[config.mk]
export PLATFORM = sky130hd
export DESIGN_NAME = mem_route_top
export DESIGN_NICKNAME = d
export VERILOG_FILES = /design/src/rtl/mem_route_pkg.sv /design/src/rtl/mem_route_regs.sv /design/src/rtl/mem_route_low.sv /design/src/rtl/mem_route_high.sv /design/src/rtl/mem_route_top.sv
export SDC_FILE = /design/constraint.sdc
export NUM_CORES = 1
export LEC_CHECK = 0
export ABC_AREA = 0
export ABC_CLOCK_PERIOD_IN_PS = 2500
export CAP_MARGIN = 20
export CELL_PAD_IN_SITES_DETAIL_PLACEMENT = 2
export CELL_PAD_IN_SITES_GLOBAL_PLACEMENT = 2
export CORE_UTILIZATION = 26
export CTS_CLUSTER_SIZE = 14
export DETAILED_ROUTE_END_ITERATION = 10
export GPL_ROUTABILITY_DRIVEN = 0
export PLACE_DENSITY = 0.88
export SLEW_MARGIN = 20
export SYNTH_ARGS = -nofsm -noshare
export SYNTH_HDL_FRONTEND = slang
export SYNTH_SLANG_ARGS = --single-unit
[constraint.sdc]
create_clock -name clk -period 2.5 [get_ports clk]
set_input_delay 0.5 -clock clk [delete_from_list [all_inputs] [get_ports clk]]
set_output_delay 0.5 -clock clk [all_outputs]
set_load 0.01 [all_outputs]
[src/rtl/mem_route_pkg.sv]
package mem_route_pkg;

  typedef enum logic [2:0] {
    TGT_MAIN  = 3'd0,
    TGT_AUX   = 3'd1,
    TGT_IO    = 3'd2,
    TGT_EXP   = 3'd3,
    TGT_UPPER = 3'd4,
    TGT_UPALT = 3'd5,
    TGT_INH   = 3'd6,
    TGT_ROM   = 3'd7
  } tgt_e;

  // bit0 first: alt_zp, aux_rd, aux_wr, store, page2, hires
  typedef struct packed {
    logic hires;
    logic page2;
    logic store;
    logic aux_wr;
    logic aux_rd;
    logic alt_zp;
  } sw_flags_t;

  typedef struct packed {
    logic alt4k;
    logic up_wr;
    logic up_rd;
  } sw_upper_t;

  localparam logic [15:0] ZP_LAST    = 16'h01FF;
  localparam logic [15:0] TEXT_FIRST = 16'h0400;
  localparam logic [15:0] TEXT_LAST  = 16'h07FF;
  localparam logic [15:0] HGR_FIRST  = 16'h2000;
  localparam logic [15:0] HGR_LAST   = 16'h3FFF;
  localparam logic [15:0] RAM_LAST   = 16'hBFFF;
  localparam logic [15:0] IO_LAST    = 16'hC0FF;
  localparam logic [15:0] EXP_LAST   = 16'hCFFF;
  localparam logic [15:0] ALT4K_LAST = 16'hDFFF;

  // Wrap a requested index into the implemented count.
  function automatic logic [7:0] fold_index(input logic [7:0] req, input int unsigned count);
    int unsigned r;
    r = {24'd0, req} % count;
    return r[7:0];
  endfunction

  // Replace an index beyond the implemented count by zero.
  function automatic logic [7:0] guard_index(input logic [7:0] req, input int unsigned count);
    return ({24'd0, req} < count) ? req : 8'd0;
  endfunction

endpackage

[src/rtl/mem_route_regs.sv]
module mem_route_regs
  import mem_route_pkg::*;
#(
  parameter int unsigned UP_BLOCKS  = 8,
  parameter int unsigned EXT_BLOCKS = 16,
  parameter int unsigned ROM_PAGES  = 4
) (
  input  logic       clk,
  input  logic       rst_n,
  input  logic       we,
  input  logic [2:0] sel,
  input  logic [7:0] wdata,
  output sw_flags_t  flags,
  output sw_upper_t  upper,
  output logic [7:0] up_blk,
  output logic [7:0] ext_blk,
  output logic [7:0] rom_pg
);

  localparam int unsigned FLAG_W  = $bits(sw_flags_t);
  localparam int unsigned UPPER_W = $bits(sw_upper_t);

  logic hit_flags, hit_upper, hit_up_blk, hit_ext_blk, hit_rom;

  assign hit_flags   = we && (sel == 3'd0);
  assign hit_upper   = we && (sel == 3'd1);
  assign hit_up_blk  = we && (sel == 3'd2);
  assign hit_ext_blk = we && (sel == 3'd3);
  assign hit_rom     = we && (sel == 3'd4);

  always_ff @(posedge clk or negedge rst_n) begin
    if (!rst_n) begin
      flags   <= '0;
      upper   <= '0;
      up_blk  <= '0;
      ext_blk <= '0;
      rom_pg  <= '0;
    end else begin
      if (hit_flags)   flags   <= sw_flags_t'(wdata[FLAG_W-1:0]);
      if (hit_upper)   upper   <= sw_upper_t'(wdata[UPPER_W-1:0]);
      if (hit_up_blk)  up_blk  <= fold_index(wdata, UP_BLOCKS);
      if (hit_ext_blk) ext_blk <= guard_index(wdata, EXT_BLOCKS);
      if (hit_rom)     rom_pg  <= fold_index(wdata, ROM_PAGES);
    end
  end

endmodule

[src/rtl/mem_route_low.sv]
module mem_route_low
  import mem_route_pkg::*;
(
  input  logic [15:0] addr,
  input  logic        wr,
  input  sw_flags_t   flags,
  input  logic [7:0]  ext_blk,
  output logic [2:0]  code,
  output logic        aux,
  output logic [7:0]  bank
);

  logic in_zp, in_text, in_hgr, text_win, hgr_win, pick_aux;

  assign in_zp    = (addr <= ZP_LAST);
  assign in_text  = (addr >= TEXT_FIRST) && (addr <= TEXT_LAST);
  assign in_hgr   = (addr >= HGR_FIRST) && (addr <= HGR_LAST);
  assign text_win = flags.store && in_text;
  assign hgr_win  = flags.store && flags.hires && in_hgr;

  always_comb begin
    if (in_zp)                    pick_aux = flags.alt_zp;
    else if (text_win || hgr_win) pick_aux = flags.page2;
    else if (wr)                  pick_aux = flags.aux_wr;
    else                          pick_aux = flags.aux_rd;
  end

  assign code = pick_aux ? TGT_AUX : TGT_MAIN;
  assign aux  = pick_aux;
  assign bank = pick_aux ? ext_blk : 8'd0;

endmodule

[src/rtl/mem_route_high.sv]
module mem_route_high
  import mem_route_pkg::*;
(
  input  logic [15:0] addr,
  input  logic        wr,
  input  logic        inhibit,
  input  logic        alt_zp,
  input  sw_upper_t   upper,
  input  logic [7:0]  up_blk,
  input  logic [7:0]  ext_blk,
  input  logic [7:0]  rom_pg,
  output logic [2:0]  code,
  output logic        aux,
  output logic [7:0]  bank
);

  logic in_io, in_exp, in_4k, up_on;

  assign in_io  = (addr <= IO_LAST);
  assign in_exp = (addr <= EXP_LAST);
  assign in_4k  = (addr <= ALT4K_LAST);
  assign up_on  = wr ? upper.up_wr : upper.up_rd;

  always_comb begin
    code = TGT_ROM;
    aux  = 1'b0;
    bank = 8'd0;
    if (in_io) begin
      code = TGT_IO;
    end else if (in_exp) begin
      code = TGT_EXP;
    end else if (inhibit) begin
      code = TGT_INH;
    end else if (up_on) begin
      code = (upper.alt4k && in_4k) ? TGT_UPALT : TGT_UPPER;
      aux  = alt_zp;
      bank = alt_zp ? ext_blk : up_blk;
    end else begin
      code = TGT_ROM;
      bank = rom_pg;
    end
  end

endmodule

[src/rtl/mem_route_top.sv]
module mem_route_top
  import mem_route_pkg::*;
#(
  parameter int unsigned UP_BLOCKS  = 8,
  parameter int unsigned EXT_BLOCKS = 16,
  parameter int unsigned ROM_PAGES  = 4
) (
  input  logic        clk,
  input  logic        rst_n,
  input  logic        cfg_we,
  input  logic [2:0]  cfg_addr,
  input  logic [7:0]  cfg_data,
  input  logic [15:0] cpu_addr,
  input  logic        cpu_wr,
  input  logic        inhibit,
  output logic [2:0]  tgt_code,
  output logic        tgt_aux,
  output logic [7:0]  tgt_bank
);

  sw_flags_t  sw_flags;
  sw_upper_t  sw_upper;
  logic [7:0] up_blk, ext_blk, rom_pg;
  logic [2:0] lo_code, hi_code;
  logic       lo_aux, hi_aux, low_half;
  logic [7:0] lo_bank, hi_bank;

  mem_route_regs #(
    .UP_BLOCKS(UP_BLOCKS), .EXT_BLOCKS(EXT_BLOCKS), .ROM_PAGES(ROM_PAGES)
  ) u_regs (
    .clk(clk), .rst_n(rst_n), .we(cfg_we), .sel(cfg_addr), .wdata(cfg_data),
    .flags(sw_flags), .upper(sw_upper), .up_blk(up_blk), .ext_blk(ext_blk), .rom_pg(rom_pg)
  );

  mem_route_low u_low (
    .addr(cpu_addr), .wr(cpu_wr), .flags(sw_flags), .ext_blk(ext_blk),
    .code(lo_code), .aux(lo_aux), .bank(lo_bank)
  );

  mem_route_high u_high (
    .addr(cpu_addr), .wr(cpu_wr), .inhibit(inhibit), .alt_zp(sw_flags.alt_zp),
    .upper(sw_upper), .up_blk(up_blk), .ext_blk(ext_blk), .rom_pg(rom_pg),
    .code(hi_code), .aux(hi_aux), .bank(hi_bank)
  );

  assign low_half = (cpu_addr <= RAM_LAST);
  assign tgt_code = low_half ? lo_code : hi_code;
  assign tgt_aux  = low_half ? lo_aux  : hi_aux;
  assign tgt_bank = low_half ? lo_bank : hi_bank;

endmodule

==> results of run 1 <==
state kept, by name, indices dropped and copies added, names as in the netlist:
| signal | flops |
|---|---|
| u_regs.upper | 3 |
| u_regs.ext_blk | 8 |
| u_regs.rom_pg | 2 |
| u_regs.up_blk | 3 |
| u_regs.flags | 6 |
layout make-up:
cell class                 instances  area (um2)  share of cell area, %
multi-input combinational         81         678                   39.1
sequential                        22         551                   31.7
timing repair buffer              46         358                   20.6
tap                               50        62.6                   3.60
clock buffer                       3        41.3                   2.38
clock inverter                     1        30.0                   1.73
inverter                           4        15.0                  0.865
per-stage QoR:
step | hold slack (ns) | setup TNS (ns) | std cells
finish | 0.510 | 0 | 207
global placement | 0.461 | -6.32 | 199
detailed placement | 0.487 | -7.52 | 199
global route | 0.522 | -0.0525 | 207
floorplan | 0.204 | 0 | 108
CTS | 0.514 | 0 | 207
path summary, 6_finish.rpt:
check,startpoint,slack (ns),cells past startpoint,to
hold reg to reg,u_regs.ext_blk[6],0.51,1,u_regs.ext_blk[6]
hold / removal,u_regs.ext_blk[6],0.51,1,u_regs.ext_blk[6]
max in group asynchronous,rst_n,1.66,2,u_regs.ext_blk[4]
min in group asynchronous,rst_n,0.61,2,u_regs.ext_blk[0]
setup reg to reg,u_regs.flags[0],1.56,1,u_regs.flags[0]
setup / recovery,inhibit,0.02,5,tgt_code[1]
timing repair:
action,in CTS,in global routing
resized for setup,79,2
buffers inserted,3,0
cloned,1,0
pin swaps,14,2
setup endpoints to repair,11,7
cells in the mapped netlist (all sizes together) (4+ instances only):
| cell | instances | share of area, % |
|---|---|---|
| dfrtp | 22 | 48 |
| nor2 | 7 | 2.3 |
| a21oi | 4 | 1.7 |
| and2 | 4 | 2.2 |
| mux2i | 4 | 3.5 |
| inv | 4 | 1.3 |
| a21boi | 5 | 3.6 |
| mux2 | 15 | 15 |
| nand2 | 16 | 5.2 |
| o21ai | 8 | 4.1 |
per-layer routing:
metal | up-vias | wire length (um) | share of wire (%) | track usage, %
met1 | 550 | 1490 | 35 | 18.5
met2 | 31 | 2460 | 58 | 42.4
met4 | 0 | 140 | 3.3 | 12.0
met5 | - | 0 | 0 | 0
met3 | 11 | 148 | 3.5 | 2.30
li1 | 484 | - | - | -
power groups by stage:
| stage | Combinational (W) | Clock (W) | Sequential, W |
|---|---|---|---|
| after floorplan | 0.000141 | 0 | 0.000432 |
| after global placement | 0.000237 | 0 | 0.000448 |
| after detailed placement | 0.000256 | 0 | 0.000454 |
| after CTS | 0.000298 | 0.000347 | 0.000452 |
| after global routing | 0.000317 | 0.000360 | 0.000460 |
| final | 0.000296 | 0.000340 | 0.000453 |
cells by family after synthesis:
group | after synthesis | share of synthesized area, %
flip-flops | 22 | 47.7
buffers and inverters | 6 | 1.95
multiplexers | 19 | 18.1
AND/OR/NAND/NOR | 38 | 16.6
AO/OA/AOI/OAI | 23 | 15.7
==> qor.yml, run 1 <==
status: "completed"
fin_area_um2: 1740
routedWlPerCell_um: 20.4
worst_pin_slew_ns: 0.578
power_w: 0.00109
crit_required_ns: 2.00
period_needed_ns: 2.48
worst-path-buf-inv: 3
finalSetupViolations: 0
crit_slowest_cell: "clkdlybuf4s50_1"
clk_path_buf_depth: 2
die_y_um: 68.6
worstSetupPathType: "in2out"
max_slew_margin_pct: 61.3
die_area_um2: 4710
dpl_cell_area_um2: 1620
ys_seq_elements: 22
route.detailed.drc: 0
end_kind: "output port"
fin_skew_ns: 0
worstSkewPairLatency_ns: 0.27
cts_root_buffer: "clkbuf_8"
synth-async-reset-ratio_pct: 100
syn_area_per_cell_um2: 10.7
crit_arrival_ns: 1.98
start_util_pct: 27.9
antenna_left: 0
crit_top_cell: "clkdlybuf4s50_1"
fp-row-count: 23
grt_first_pass_wirelength_mm: 6.48
hpwlAfterDp_mm: 2.98
grt_pass1_vias: 1309
synth_edf_count: 0
clkPwrFrac_pct: 31.2
grt_start_max_net_pins: 23
holdBufCountCts: 0
drt_wl_total_mm: 4.23
syn_nets: 140
die_x_um: 68.6
io_pins: 44
ys_types: 27
layout-drive-gt1-share_pct: 40.8
fillers: 445
slew_viol_final: 0
synth_ff_type: "dfrtp_1"
synth_cells: 108
finalHoldViolations: 0
layout_common_cells: "dfrtp_1 (22), clkdlybuf4s50_1 (17), nand2_1 (16)"
seqPwrFrac_pct: 41.6
cp-start-kind: "input port"
rsz0062_at_grt: "yes"
power_frac_comb_pct: 27.2
mappedNetlistArea_um2: 1150
dr.first_iter.drc_count: 19
final_core_util_pct: 41.9
htree_levels: 1
peakVddDrop_mv: 0.231
clock-sinks: 22
cellPowerDensity_nw_per_um2: 627
p_switching_w: 0.000312
cp_slowest_stage_delay_ns: 0.48
fin_nets: 190
path_cells: "clkdlybuf4s50_1 -> nor4_4 -> buf_4 -> nor2_1 -> clkdlybuf4s50_1"
vias: 1076
dpl_worst_slack_ns: -0.792
clock.fmax_ghz: 0.403
ys_warn_count: 0
drt_first_pass_iters: 2
mostFrequentLayoutCell: "dfrtp_1"
timing.final.crit_share_pct: 99.2
leakagePower_nw: 0.725
tritoncts: "done"
grt_overflow: 0
yosysSeqAreaShare_pct: 47.7
via_per_inst: 5.20
critPathMaxFanout: 2
syn_to_final_growth_pct: 50.3
p_int_w: 0.000777
hold_class: "reg2reg"
finalWorstSetupSlack_ns: 0.0195
antenna_found_initial: 0
fp.coreArea_um2: 4140
numCtsBuffers: 3
maxCapViolCount: 0
swShare_pct: 28.6
clk_pin_slew_ns: 0.08
io_buffers: 35
num_antenna_cells: 0
grt_usage_pct: 20.5
cpLargestDelayFamily: "buffers and inverters"
(Power assumes the default switching activity.)
==> run 2, diff against run 1 <==
--- a/config.mk
+++ b/config.mk
@@ -10,11 +10,12 @@
 export CAP_MARGIN = 20
 export CELL_PAD_IN_SITES_DETAIL_PLACEMENT = 2
 export CELL_PAD_IN_SITES_GLOBAL_PLACEMENT = 2
-export CORE_UTILIZATION = 26
+export CORE_UTILIZATION = 36
 export CTS_CLUSTER_SIZE = 14
 export DETAILED_ROUTE_END_ITERATION = 10
+export DONT_BUFFER_PORTS = 1
 export GPL_ROUTABILITY_DRIVEN = 0
-export PLACE_DENSITY = 0.88
+export PLACE_DENSITY = 0.73
 export SLEW_MARGIN = 20
 export SYNTH_ARGS = -nofsm -noshare
 export SYNTH_HDL_FRONTEND = slang
==> run 2 against run 1 <==
Net effect:
- power shrank 26%
- final area shrank 28%
- first-iteration DRC count grew 26%
- highest routed layer unchanged
- clock skew is the same
- critical path depth shrank 1
==> qor.yml, run 2 (synthesis gave the netlist of run 1 again) <==
status: "completed"
worst_pin_slew_ns: 0.961
finalHoldViolations: 0
tns_ns: 0
leakagePower_nw: 0.497
peakVddDrop_mv: 0.314
dr.first_iter.drc_count: 24
cp_slowest_stage_delay_ns: 0.46
critPathMaxFanout: 10
timing.final.crit_share_pct: 94.4
grt_start_max_net_pins: 23
fp.coreArea_um2: 3050
fillers: 340
fin_nets: 145
numCtsBuffers: 3
dpl_worst_slack_ns: 0.191
worstSkewPairLatency_ns: 0.31
final_core_util_pct: 41.1
clock.fmax_ghz: 0.424
via_per_inst: 5.33
die_y_um: 58.6
cellPowerDensity_nw_per_um2: 643
tritoncts: "done"
hold_class: "in2reg"
syn_to_final_growth_pct: 8.78
mostFrequentLayoutCell: "dfrtp_1"
path_cells: "or3b_2 -> a21oi_1 -> o211ai_4 -> a21boi_1"
fin_area_um2: 1260
clk_path_buf_depth: 2
worstSetupPathType: "reg2out"
period_needed_ns: 2.36
route.detailed.drc: 0
grt_overflow: 0
io_pins: 44
hpwlAfterDp_mm: 2.18
cts_root_buffer: "clkbuf_4"
die_x_um: 58.6
vias: 831
top_regs: "u_regs.ext_blk x8, u_regs.flags x6"
end_kind: "output port"
slew_viol_final: 0
fin_skew_ns: 0
layout-drive-gt1-share_pct: 25.0
postCtsSetupBuffers: 0
crit_arrival_ns: 1.86
num_antenna_cells: 0
finalSetupViolations: 0
finalWorstSetupSlack_ns: 0.140
die_area_um2: 3440
layout_common_cells: "dfrtp_1 (22), nand2_1 (16), mux2_2 (15)"
grt_usage_pct: 18.0
rsz0062_at_grt: "yes"
dpl_cell_area_um2: 1210
grt_first_pass_wirelength_mm: 4.46
largest_register_ffs: 8
start_util_pct: 37.8
routedWlPerCell_um: 17.6
maxCapViolCount: 0
max_slew_margin_pct: 35.7
fp-row-count: 20
whs_ns: 0.327
crit_required_ns: 2.00
cp-start-kind: "flop"
drt_first_pass_iters: 2
htree_levels: 1
clock-sinks: 22
antenna_left: 0
clk_pin_slew_ns: 0.12
drt_wl_total_mm: 2.74
antenna_found_initial: 0
top_register: "u_regs.ext_blk"
grt_pass1_vias: 919
crit_slowest_cell: "or3b_2"
io_buffers: 0
-- run 2: cell count changes in the layout (fill, tap and decap cells not counted), moves of 2 or more --
cell             previous run  this run
buf_4                      11         1
buf_2                      14         0
clkdlybuf4s50_1            17         0
clkbuf_8                    3         1
clkbuf_4                    0         3
-- run 2: layout make-up --
| class | count | area [um2] | share of cell area, % |
|---|---|---|---|
| clock buffer | 4 | 36.3 | 2.89 |
| timing repair buffer | 2 | 17.5 | 1.39 |
| tap | 44 | 55.1 | 4.38 |
| multi-input combinational | 80 | 582 | 46.3 |
| inverter | 4 | 15.0 | 1.20 |
| sequential | 22 | 551 | 43.8 |
-- run 2: path summary, 6_finish.rpt --
| kind | slack (ns) | from | to | cells past startpoint |
|---|---|---|---|---|
| setup / recovery | 0.14 | u_regs.flags[3] | tgt_bank[3] | 4 |
| hold / removal | 0.33 | cfg_data[2] | u_regs.ext_blk[2] | 2 |
| setup reg to reg | 1.59 | u_regs.flags[0] | u_regs.flags[0] | 1 |
| hold reg to reg | 0.50 | u_regs.ext_blk[4] | u_regs.ext_blk[4] | 1 |
| max in group asynchronous | 1.13 | rst_n | u_regs.up_blk[1] | 1 |
| min in group asynchronous | 0.77 | rst_n | u_regs.ext_blk[6] | 1 |
-- run 2: metal layers --
layer / GRT usage (%) / wire length [um] / vias to the layer above
met5: 0 / 0 / -
met1: 21.2 / 1150 / 408
met4: 7.14 / 42 / 0
met3: 3.08 / 144 / 4
met2: 32.3 / 1410 / 26
li1: - / - / 393
-- run 2: repair_timing --
action / in CTS / in global routing
hold endpoints to repair: 22 / 0
endpoints found under the setup margin: 0 / 4
gates resized for setup: 0 / 0
hold buffers: 1 / 0
-- run 2: power by group --
part	switching [W]	internal (W)	leakage (nW)	total [W]
registers	0.0000360	0.000407	0.279	0.000443
logic	0.0000885	0.0000840	0.197	0.000172
clock network	0.000103	0.0000889	0.0210	0.000192
total	0.000228	0.000580	0.497	0.000808
-- run 2: stage by stage --
| step | cells | power (W) |
|---|---|---|
| after floorplan | 108 | 0.000572 |
| after global placement | 151 | 0.000606 |
| after detailed placement | 151 | 0.000620 |
| after CTS | 156 | 0.000820 |
| after global routing | 156 | 0.000858 |
| final | 156 | 0.000808 |
-- run 2: critical path, delay by kind of cell, from the launching register on --
| kind | cells | cell delay, ns |
|---|---|---|
| AND/OR/NAND/NOR | 1 | 0.46 |
| flip-flops | 1 | 0.37 |
| AO/OA/AOI/OAI | 3 | 0.73 |
==> run 3, diff against run 2 <==
--- a/config.mk
+++ b/config.mk
@@ -10,13 +10,15 @@
 export CAP_MARGIN = 20
 export CELL_PAD_IN_SITES_DETAIL_PLACEMENT = 2
 export CELL_PAD_IN_SITES_GLOBAL_PLACEMENT = 2
-export CORE_UTILIZATION = 36
+export CORE_UTILIZATION = 40
+export CTS_CLUSTER_DIAMETER = 50
 export CTS_CLUSTER_SIZE = 14
 export DETAILED_ROUTE_END_ITERATION = 10
 export DONT_BUFFER_PORTS = 1
 export GPL_ROUTABILITY_DRIVEN = 0
-export PLACE_DENSITY = 0.73
+export PLACE_DENSITY = 0.77
 export SLEW_MARGIN = 20
 export SYNTH_ARGS = -nofsm -noshare
 export SYNTH_HDL_FRONTEND = slang
+export SYNTH_HIERARCHICAL = 1
 export SYNTH_SLANG_ARGS = --single-unit
==> run 3 against run 2 <==
Net effect:
- register-to-register slack lost 0.18 ns
- count of clock-buffer cells in the layout stayed put
- synthesized area grew 41%
- critical path depth rose by 1
- routed wire length grew 43%
- global-route usage rose by 3.4 points
- fmax is 1.9% lower
- critical path type is now in2out
==> qor.yml, run 3 <==
status: "completed"
dr.first_iter.drc_count: 13
clk_pin_slew_ns: 0.08
die_area_um2: 4320
dp_cells: 184
mostFrequentLayoutCell: "dfrtp_1"
grt_usage_pct: 21.3
numCtsBuffers: 3
cellPowerDensity_nw_per_um2: 586
max_slew_margin_pct: 59.7
power_w: 0.000966
top_register: "u_regs/ext_blk"
ys_seq_elements: 22
cts_resized: 0
num_antenna_cells: 0
timing.final.crit_share_pct: 96.3
cp-start-kind: "input port"
io_buffers: 0
holdBufCountCts: 1
synth_cells: 142
postCtsSetupBuffers: 0
finalSetupViolations: 0
cp_slowest_stage_delay_ns: 0.52
tns_ns: 0
syn_area_per_cell_um2: 11.4
critPathMaxFanout: 9
grt_start_max_net_pins: 23
cts_root_buffer: "clkbuf_8"
via_per_inst: 5.75
leakagePower_nw: 0.709
start_util_pct: 43.0
fp-row-count: 22
reg2reg_slack_ns: 1.41
synth_common_cells: "dfrtp_1 (22), mux2_2 (18), buf_4 (14), nor2_1 (12), mux2_4 (11)"
synth-async-reset-ratio_pct: 100
layout-drive-gt1-share_pct: 36.9
crit_arrival_ns: 1.91
worstSkewPairLatency_ns: 0.28
grt_first_pass_wirelength_mm: 6.56
crit_required_ns: 2.00
synth_top_area_share_pct: 33.9
antenna_found_initial: 0
multi_input_area_um2: 966
synthTopCellsByArea: "dfrtp_1 (34%), mux2_2 (12%), mux2_4 (10%)"
fin_skew_ns: 0
synth_edf_count: 0
top_regs: "u_regs/ext_blk x8, u_regs/flags x6"
fin_nets: 174
ys_types: 34
ys_warn_count: 6
crit_slowest_cell: "or4_4"
hpwlAfterDp_mm: 2.95
synthSimpleGateAreaFrac_pct: 14.8
clock-sinks: 22
drt_wl_total_mm: 3.91
maxCapViolCount: 0
synthAdderAreaFrac_pct: 0
synth_top_family_by_area: "multiplexers"
synth-xor-area-share_pct: 0
yosysMostFrequentCell: "dfrtp_1"
clock.fmax_ghz: 0.415
syn_to_final_growth_pct: 1.54
peakVddDrop_mv: 0.449
slew_viol_final: 0
route.detailed.drc: 0
synth_ff_type: "dfrtp_1"
mappedNetlistArea_um2: 1620
layout_common_cells: "dfrtp_1 (22), mux2_2 (18), conb_1 (13)"
drt_first_pass_iters: 2
finalHoldViolations: 0
clk_path_buf_depth: 2
die_x_um: 65.7
layout.cells.non_filler: 189
grt_overflow: 0
end_kind: "output port"
synth_compound_area_share_pct: 14.1
vias: 1086
grt_pass1_vias: 1299
synth_area_leader_cell: "dfrtp_1"
rsz0062_at_grt: "no"
io_pins: 44
fp.coreArea_um2: 3770
seq_area_um2: 551
path_cells: "or4_4 -> o21ai_0 -> mux2_4 -> a21boi_1 -> mux2_2"
yosysSeqAreaShare_pct: 33.9
hold_class: "in2async"
fillers: 409
die_y_um: 65.7
htree_levels: 1
synth.area.mux_share_pct: 27.6
tritoncts: "done"
antenna_left: 0
largest_register_ffs: 8
worst_pin_slew_ns: 0.604
worstSetupPathType: "in2out"
routedWlPerCell_um: 20.7
period_needed_ns: 2.41
[run 3: cell count changes after synthesis, sizes merged, moves of 5 or more]
| cell | change |
|---|---|
| o21ai | -5 |
| nor2 | +6 |
| a211oi | +8 |
| nand2 | -11 |
| mux2 | +14 |
| buf | +17 |
[run 3: area by class of cell]
cell class / instances / share of cell area, %
Timing Repair Buffer: 2 / 0.759
Inverter: 1 / 0.228
Multi-Input combinational cell: 112 / 58.6
Tap cell: 48 / 3.64
Sequential cell: 22 / 33.4
Clock buffer: 4 / 3.34
[run 3: per-layer routing]
| metal | vias up | part of all wire [%] | track usage (%) |
|---|---|---|---|
| li1 | 492 | - | - |
| met1 | 563 | 37 | 22.0 |
| met2 | 25 | 56 | 39.3 |
| met3 | 6 | 5.2 | 6.25 |
| met4 | 0 | 1.9 | 8.97 |
| met5 | - | 0 | 0 |
[run 3: path summary, 6_finish.rpt]
kind / cells after the start / endpoint / from
worst max-delay path: 5 / tgt_bank[2] / cpu_addr[14]
worst min-delay path: 1 / u_regs/ext_blk[2] / rst_n
worst max register to register: 1 / u_regs/flags[0] / u_regs/flags[0]
worst min register to register: 1 / u_regs/ext_blk[6] / u_regs/ext_blk[6]
max in group asynchronous: 1 / u_regs/up_blk[0] / rst_n
min in group clk: 1 / u_regs/ext_blk[1] / cfg_data[1]
[run 3: stage by stage]
stage | setup WS, ns | area (um2) | hold WS, ns | utilization, %
CTS | 0.0952 | 1650 | 0.340 | 43.8
global placement | 0.183 | 1590 | 0.205 | 42.1
global route | 0.0212 | 1650 | 0.207 | 43.7
detailed placement | 0.103 | 1590 | 0.205 | 42.1
floorplan | 0.167 | 1660 | 0.204 | -
finish | 0.0931 | 1650 | 0.182 | 43.7
[run 3: kinds of logic (layout without fill, tap and decap cells)]
| logic type | Yosys count | after routing |
|---|---|---|
| multiplexers | 37 | 37 |
| AO/OA/AOI/OAI | 25 | 25 |
| buffers and inverters | 19 | 7 |
| flip-flops | 22 | 22 |
| other | 2 | 13 |
| AND/OR/NAND/NOR | 37 | 37 |
[run 3: power by group]
part	internal [W]	total (W)	leakage, nW	switching [W]
Combinational	0.000118	0.000250	0.401	0.000132
Sequential	0.000407	0.000454	0.279	0.0000466
Clock	0.000141	0.000262	0.0288	0.000121
[run 3: worst max-delay path: cells and delay by family]
family,cells,cell delay (ns)
simple gates,1,0.52
mux,2,0.59
compound gates,2,0.30
